`src/rtl/rmii_tx_pkg.sv`:
```
package rmii_tx_pkg;
  localparam int DIBIT_W  = 2;
  localparam int NIBBLE_W = 4;
  localparam int DIBITS_PER_NIBBLE = NIBBLE_W / DIBIT_W;

  typedef logic [DIBIT_W-1:0]  dibit_t;
  typedef logic [NIBBLE_W-1:0] nibble_t;
endpackage

```
`src/rtl/rmii_tx_sampler.sv`:
```
module rmii_tx_sampler #(
  parameter int GROUP_LEN  = 10,
  parameter int SAMPLE_POS = 5
) (
  input  logic clk,
  input  logic rst,
  input  logic speed_10,
  input  logic tx_en,
  output logic take_o
);
  localparam int CNT_W = (GROUP_LEN > 1) ? $clog2(GROUP_LEN) : 1;
  localparam logic [CNT_W-1:0] LAST_CNT = CNT_W'(GROUP_LEN - 1);
  localparam logic [CNT_W-1:0] SPOS     = CNT_W'(SAMPLE_POS);

  logic             en_q;
  logic [CNT_W-1:0] cnt_q;
  logic [CNT_W-1:0] phase;

  // The group position restarts on the first clock of a frame.
  always_comb begin
    phase = (tx_en && !en_q) ? '0 : cnt_q;
  end

  always_ff @(posedge clk) begin
    if (rst) begin
      en_q  <= 1'b0;
      cnt_q <= '0;
    end else begin
      en_q <= tx_en;
      if (!tx_en)
        cnt_q <= '0;
      else if (phase == LAST_CNT)
        cnt_q <= '0;
      else
        cnt_q <= phase + 1'b1;
    end
  end

  always_comb begin
    take_o = tx_en && (speed_10 ? (phase == SPOS) : 1'b1);
  end


  sample_gap_chk: assert property (@(posedge clk) disable iff (rst)
    (speed_10 && take_o) |=> !take_o);
endmodule

```
`src/rtl/rmii_tx_packer.sv`:
```
module rmii_tx_packer
  import rmii_tx_pkg::*;
(
  input  logic    clk,
  input  logic    rst,
  input  logic    take,
  input  logic    tx_en,
  input  dibit_t  dibit,
  output nibble_t nib_o,
  output logic    valid_o,
  output logic    en_o
);
  logic   half_q;
  dibit_t low_q;

  always_ff @(posedge clk) begin
    if (rst) begin
      half_q  <= 1'b0;
      low_q   <= '0;
      nib_o   <= '0;
      valid_o <= 1'b0;
      en_o    <= 1'b0;
    end else if (!tx_en) begin
      half_q  <= 1'b0;
      valid_o <= 1'b0;
      en_o    <= 1'b0;
    end else if (take) begin
      if (!half_q) begin
        low_q   <= dibit;
        half_q  <= 1'b1;
        valid_o <= 1'b0;
      end else begin
        nib_o   <= {dibit, low_q};
        half_q  <= 1'b0;
        valid_o <= 1'b1;
        en_o    <= 1'b1;
      end
    end else begin
      valid_o <= 1'b0;
    end
  end


  valid_pulse_chk: assert property (@(posedge clk) disable iff (rst)
    valid_o |=> !valid_o);

  valid_en_chk: assert property (@(posedge clk) disable iff (rst)
    valid_o |-> en_o);

  txen_drop_chk: assert property (@(posedge clk) disable iff (rst)
    !tx_en |=> !en_o);

  idle_novalid_chk: assert property (@(posedge clk) disable iff (rst)
    !tx_en |=> !valid_o);
endmodule

```
`src/rtl/rmii_tx_adapter.sv`:
```
module rmii_tx_adapter #(
  parameter int GROUP_LEN  = 10,
  parameter int SAMPLE_POS = 5
) (
  input  logic       clk,
  input  logic       rst,
  input  logic       speed_10,
  input  logic       rmii_tx_en,
  input  logic [1:0] rmii_txd,
  output logic [3:0] mii_txd,
  output logic       mii_tx_valid,
  output logic       mii_tx_en
);
  logic take;

  rmii_tx_sampler #(
    .GROUP_LEN (GROUP_LEN),
    .SAMPLE_POS(SAMPLE_POS)
  ) u_sampler (
    .clk     (clk),
    .rst     (rst),
    .speed_10(speed_10),
    .tx_en   (rmii_tx_en),
    .take_o  (take)
  );

  rmii_tx_packer u_packer (
    .clk    (clk),
    .rst    (rst),
    .take   (take),
    .tx_en  (rmii_tx_en),
    .dibit  (rmii_txd),
    .nib_o  (mii_txd),
    .valid_o(mii_tx_valid),
    .en_o   (mii_tx_en)
  );
endmodule

```
`config.mk`:
```
export PLATFORM = sky130hd
export DESIGN_NAME = rmii_tx_adapter
export DESIGN_NICKNAME = d
export VERILOG_FILES = /design/src/rtl/rmii_tx_pkg.sv /design/src/rtl/rmii_tx_sampler.sv /design/src/rtl/rmii_tx_packer.sv /design/src/rtl/rmii_tx_adapter.sv
export SDC_FILE = /design/constraint.sdc
export NUM_CORES = 1
export LEC_CHECK = 0
export CORE_AREA = 8 8 45 47
export DETAILED_ROUTE_END_ITERATION = 6
export DIE_AREA = 0 0 53 55
export PLACE_DENSITY = 0.82
export SYNTH_ARGS = -nofsm -noshare
export SYNTH_HDL_FRONTEND = slang
export SYNTH_SLANG_ARGS = --single-unit
```
`constraint.sdc`:
```
create_clock -name clk -period 3.7 [get_ports clk]
set_clock_uncertainty 0.2 [all_clocks]
set_input_delay 0.37 -clock clk [delete_from_list [all_inputs] [get_ports clk]]
set_output_delay 0.37 -clock clk [all_outputs]
set_load 0.1 [all_outputs]
```
* Yosys cells after proc, flatten, opt, wreduce, memory -nomap -nowiden
Cells that the tools add are included.
** Storage, ports and cells
- Flip-flop bits (word level) :: 14
- Input port bits :: 6
** Cells by class
- Mux-type cells :: 4
- Equal/unequal tests :: 2
- Bitwise logic cells :: 3
- Reductions and logical operators :: 9
- $add $sub $neg :: 1
** Operators with widths (number)
- AND reduction 3 bit :: 2
- OR reduction 3 bit :: 2
- adder 4 x 1 -> 4 bit, second input constant :: 1
- equality test 4 x 3 -> 1 bit, second input constant :: 1
- equality test 4 bit, second input constant :: 1
- 2-to-1 mux 4 bit :: 1
- 2-to-1 mux 1 bit :: 3
- NOT 1 bit :: 3
- logical AND 1 bit :: 2
- AND reduction 2 bit :: 1
- OR reduction 2 bit :: 1
- logical NOT 1 bit :: 1

* Logic depth before layout (Yosys ltp)
- Depth after elaboration :: 8
- Depth in mapped cells :: 6
- Mapped depth without buffers :: 6

* By module
A second synthesis with hierarchy kept.
** Unflattened totals
- Cells, all modules :: 58
- Area total of the unflattened synthesis :: 578.1 µm²
** By module, submodules not included
- rmii_tx_packer :: cells an instance 32, sequential area each 180.2 µm², area each 344.1 µm², times used 1
- rmii_tx_sampler :: cells an instance 26, sequential area each 100.1 µm², area each 234.0 µm², times used 1

* Worst setup path before layout
OpenSTA, ideal clock, no wires.
- Path kind :: reg2reg
- From :: register u_sampler.en_q
- To :: register u_packer.nib_o[0]
- Required time :: 3.428 ns
- Setup slack :: 1.981 ns
- Stages on the path, launching flop included :: 7
- Arrival :: 1.447 ns
- Period minus slack after synthesis :: 1.719 ns
- Library setup time :: 0.072 ns
- Cell sequence :: dfxtp_1 nand2b_1 and2_1 ha_1 nand4b_4 a21oi_4 mux2i_1
** On the way
- Cells in the longest elaborated chain, start to end :: 7
** Ends and longest elaborated chain
- start, declared :: line rmii_tx_sampler.sv:15 : logic en_q;
- start signal, assigned :: line rmii_tx_sampler.sv:29 : en_q <= tx_en;
- logical NOT 1 bit :: line rmii_tx_sampler.sv:21 : phase = (tx_en && !en_q) ? '0 : cnt_q;
- logical AND 1 bit :: line rmii_tx_sampler.sv:21
- 2-to-1 mux 4 bit :: line rmii_tx_sampler.sv:21
- equality test 4 x 3 -> 1 bit :: line rmii_tx_sampler.sv:40 : take_o = tx_en && (speed_10 ? (phase == SPOS) : 1'b1);
- 2-to-1 mux 1 bit :: line rmii_tx_sampler.sv:40
- logical AND 1 bit :: line rmii_tx_sampler.sv:40
- AND reduction 3 bit (no source line)
- end signal, assigned :: line rmii_tx_packer.sv:33 : nib_o <= {dibit, low_q};
- end, declared :: line rmii_tx_packer.sv:9 : output nibble_t nib_o,
No other way between the ends.
A chain may end at the register's enable or synchronous reset.

* Worst setup path in the final report
- From :: register u_packer.nib_o[2]
- To :: output mii_txd[2]
** RTL lines
- end, declared :: line rmii_tx_adapter.sv:10 : output logic [3:0] mii_txd,
No word-level cell between the ends.

==> results.txt <==
Run status: complete, no violations
Combinational power share: 9.8%
Initial cell density of the core: 44.8%
Final worst-path cycle share: 62.8%
Period minus WS final: 2.32 ns
Sequential share of power: 53.1%
Critical Path, Cell by Cell: clkdlybuf4s50_1
Total internal power: 227 uW
Cts hold-fix bufs: 0
Top Ports: 12
Total number of vias: 452
H-Tree Depth: 1
CP Max Fanout: 2
Slew HR: 34.6%
Clock root buffer: clkbuf_4
Die width: 53 um
Prevailing post-synth register cell: dfxtp_1
Avg WL per Cell: 12.4 um
Final setup viols: 0
Nets: 83
First-pass GRT wire length: 1.88 mm
Largest net degree at the start of global routing: 11
Fraction of layout cells with a size suffix above 1: 12.2%
CP endpoint kind: output pin
GPL Wtd Cong: 0.740
#FFs+latches synth: 14
Pins Over Slew Limit: 0
Worst hold path type: flop to flop
Syn Nets: 67
Total power: 295 uW
Leak: 0.317 nW
Yosys Warn Count: 0
Number of I/O port buffers: 11
Max-Cap Viols: 0
CTS tree: built
Vias/cell: 5.02
Layout overhead on the synthesized area: 26.8%
CP max stage delay: 1.14 ns
CTS buffer count: 3
Commonest non-fill, non-tap cell in the layout: dfxtp_1
CP delay by family, top: buffers and inverters
Clock power frac: 37.1%
CP Class: flop to output pin
Ys async rst share: 0%
DR iter-0 viols: 3
VDD IR max: 0.230 mV
P_sw: 67.9 uW
GRT Total Usage: 8.83%
Peak Freq: 430 MHz
Syn avg cell area: 10.5 um^2
Diodes inserted: 0
Most frequent cells in the layout: 14 x dfxtp_1, 11 x nand2b_1, 11 x clkdlybuf4s50_1
Least-Margin Pin Slew: 0.977 ns
Sequential area share after synthesis: 45.2%
Initial antenna violation count: 0
Placed wire-length estimate: 862 um
Required time of the critical path: 3.13 ns
Full die area: 2920 um^2
Core Box Area: 1380 um^2
Postcts setup bufs: 0
Clk_lat worst skew: 0.28 ns
Synth Instances: 59
Die Height: 55 um
PwrDens: 375 nW/um^2
Crit start category: flop
DR DRC count: 0
Switching Share: 23.0%
Core Rows: 14
Final Hold Vio Count: 0
Slowest cell on the critical path: clkdlybuf4s50_1
1st-pass router iterations: 4
Fin Setup TNS: 0 ns
Clock Pin Slew Worst Setup and Hold Paths: 0.08 ns
Antenna Nets Post-Route: 0
Vias in the first global route: 472
CTS sink cnt: 14
Unique masters post-synth: 23
Grt ovf: 0
PostCTS Resize Cnt: 0
Critical Path AT: 1.75 ns
Buf/Inv on CP: 1
Number of synthesized flops with an enable pin: 0
RSZ-0062 raised after global routing: no
Clk buf depth: 2
Syn Std Cell Area: 621 um^2
Routed wire length: 1.11 mm
-- synth_stat cells, types with 2 or more instances --
cell type	count	area, um^2
ha_1	2	25.0
nor2b_1	2	12.5
nor2_1	2	7.51
nand2b_1	11	68.8
nand2_1	4	15.0
mux2i_1	7	70.1
inv_1	2	7.51
dfxtp_1	14	280
-- power by group through the flow --
stage | Combinational [mW] | Sequential [mW] | Clock (mW)
floorplan | 0.0137 | 0.164 | 0
global placement | 0.0285 | 0.160 | 0
detailed placement | 0.0291 | 0.160 | 0
CTS | 0.0293 | 0.157 | 0.114
global route | 0.0312 | 0.157 | 0.123
finish | 0.0289 | 0.157 | 0.110
-- layer usage --
layer / vias up / part of all wire [%] / GRT usage [%] / wire (um)
li1: 232 / - / - / -
met1: 208 / 43 / 9.20 / 477
met2: 10 / 49 / 14.8 / 545
met3: 2 / 6.6 / 4.28 / 74
met4: 0 / 1.5 / 3.88 / 17
met5: - / 0 / 0 / 0
-- kinds of logic (layout without fill, tap and decap cells) --
logic type	after synthesis	in the layout	synth area share (%)
buffers and inverters	3	18	1.81
xor gates and xnor gates	1	1	1.41
and+or+nand+nor	26	26	26.8
DFF	14	14	45.2
muxes	7	7	11.3
adders and majority gates	2	2	4.03
AOI/OAI and AO/OA	6	6	9.48
-- final cells by class --
type,instances,area [um^2]
Sequential cell,14,280
Multi-Input combinational cell,42,329
Fill cell,127,597
Tap cell,16,20.0
Clock buffer,4,36.3
Inverter,3,11.3
Timing Repair Buffer,11,110
-- worst paths after layout --
path	from	end	slack (ns)	cells after the start
max	u_packer.nib_o[2]	mii_txd[2]	1.38	1
min	u_packer.en_o	u_packer.en_o	0.27	1
max reg2reg	u_sampler.en_q	u_packer.nib_o[1]	1.74	6
min reg2reg	u_packer.en_o	u_packer.en_o	0.27	1
-- state kept, by name, summed over array words and instances, names as in the netlist --
signal and cells:
u_sampler.cnt_q 4, u_packer.half_q 1, u_sampler.en_q 1, u_packer.low_q 2
u_packer.nib_o 4, u_packer.valid_o 1, u_packer.en_o 1
-- through the flow --
stage / setup slack (ns) / util, % / cell area, um^2 / hold WS, ns / cells
after floorplan: 1.98 / - / 621 / 0.242 / 59
after global placement: 1.44 / 54.2 / 751 / 0.251 / 86
after detailed placement: 1.33 / 54.2 / 751 / 0.257 / 86
after CTS: 1.35 / 56.9 / 787 / 0.278 / 90
after global routing: 1.31 / 56.9 / 787 / 0.314 / 90
final: 1.38 / 56.9 / 787 / 0.274 / 90
Note: power is estimated with default switching activity, not from simulation.
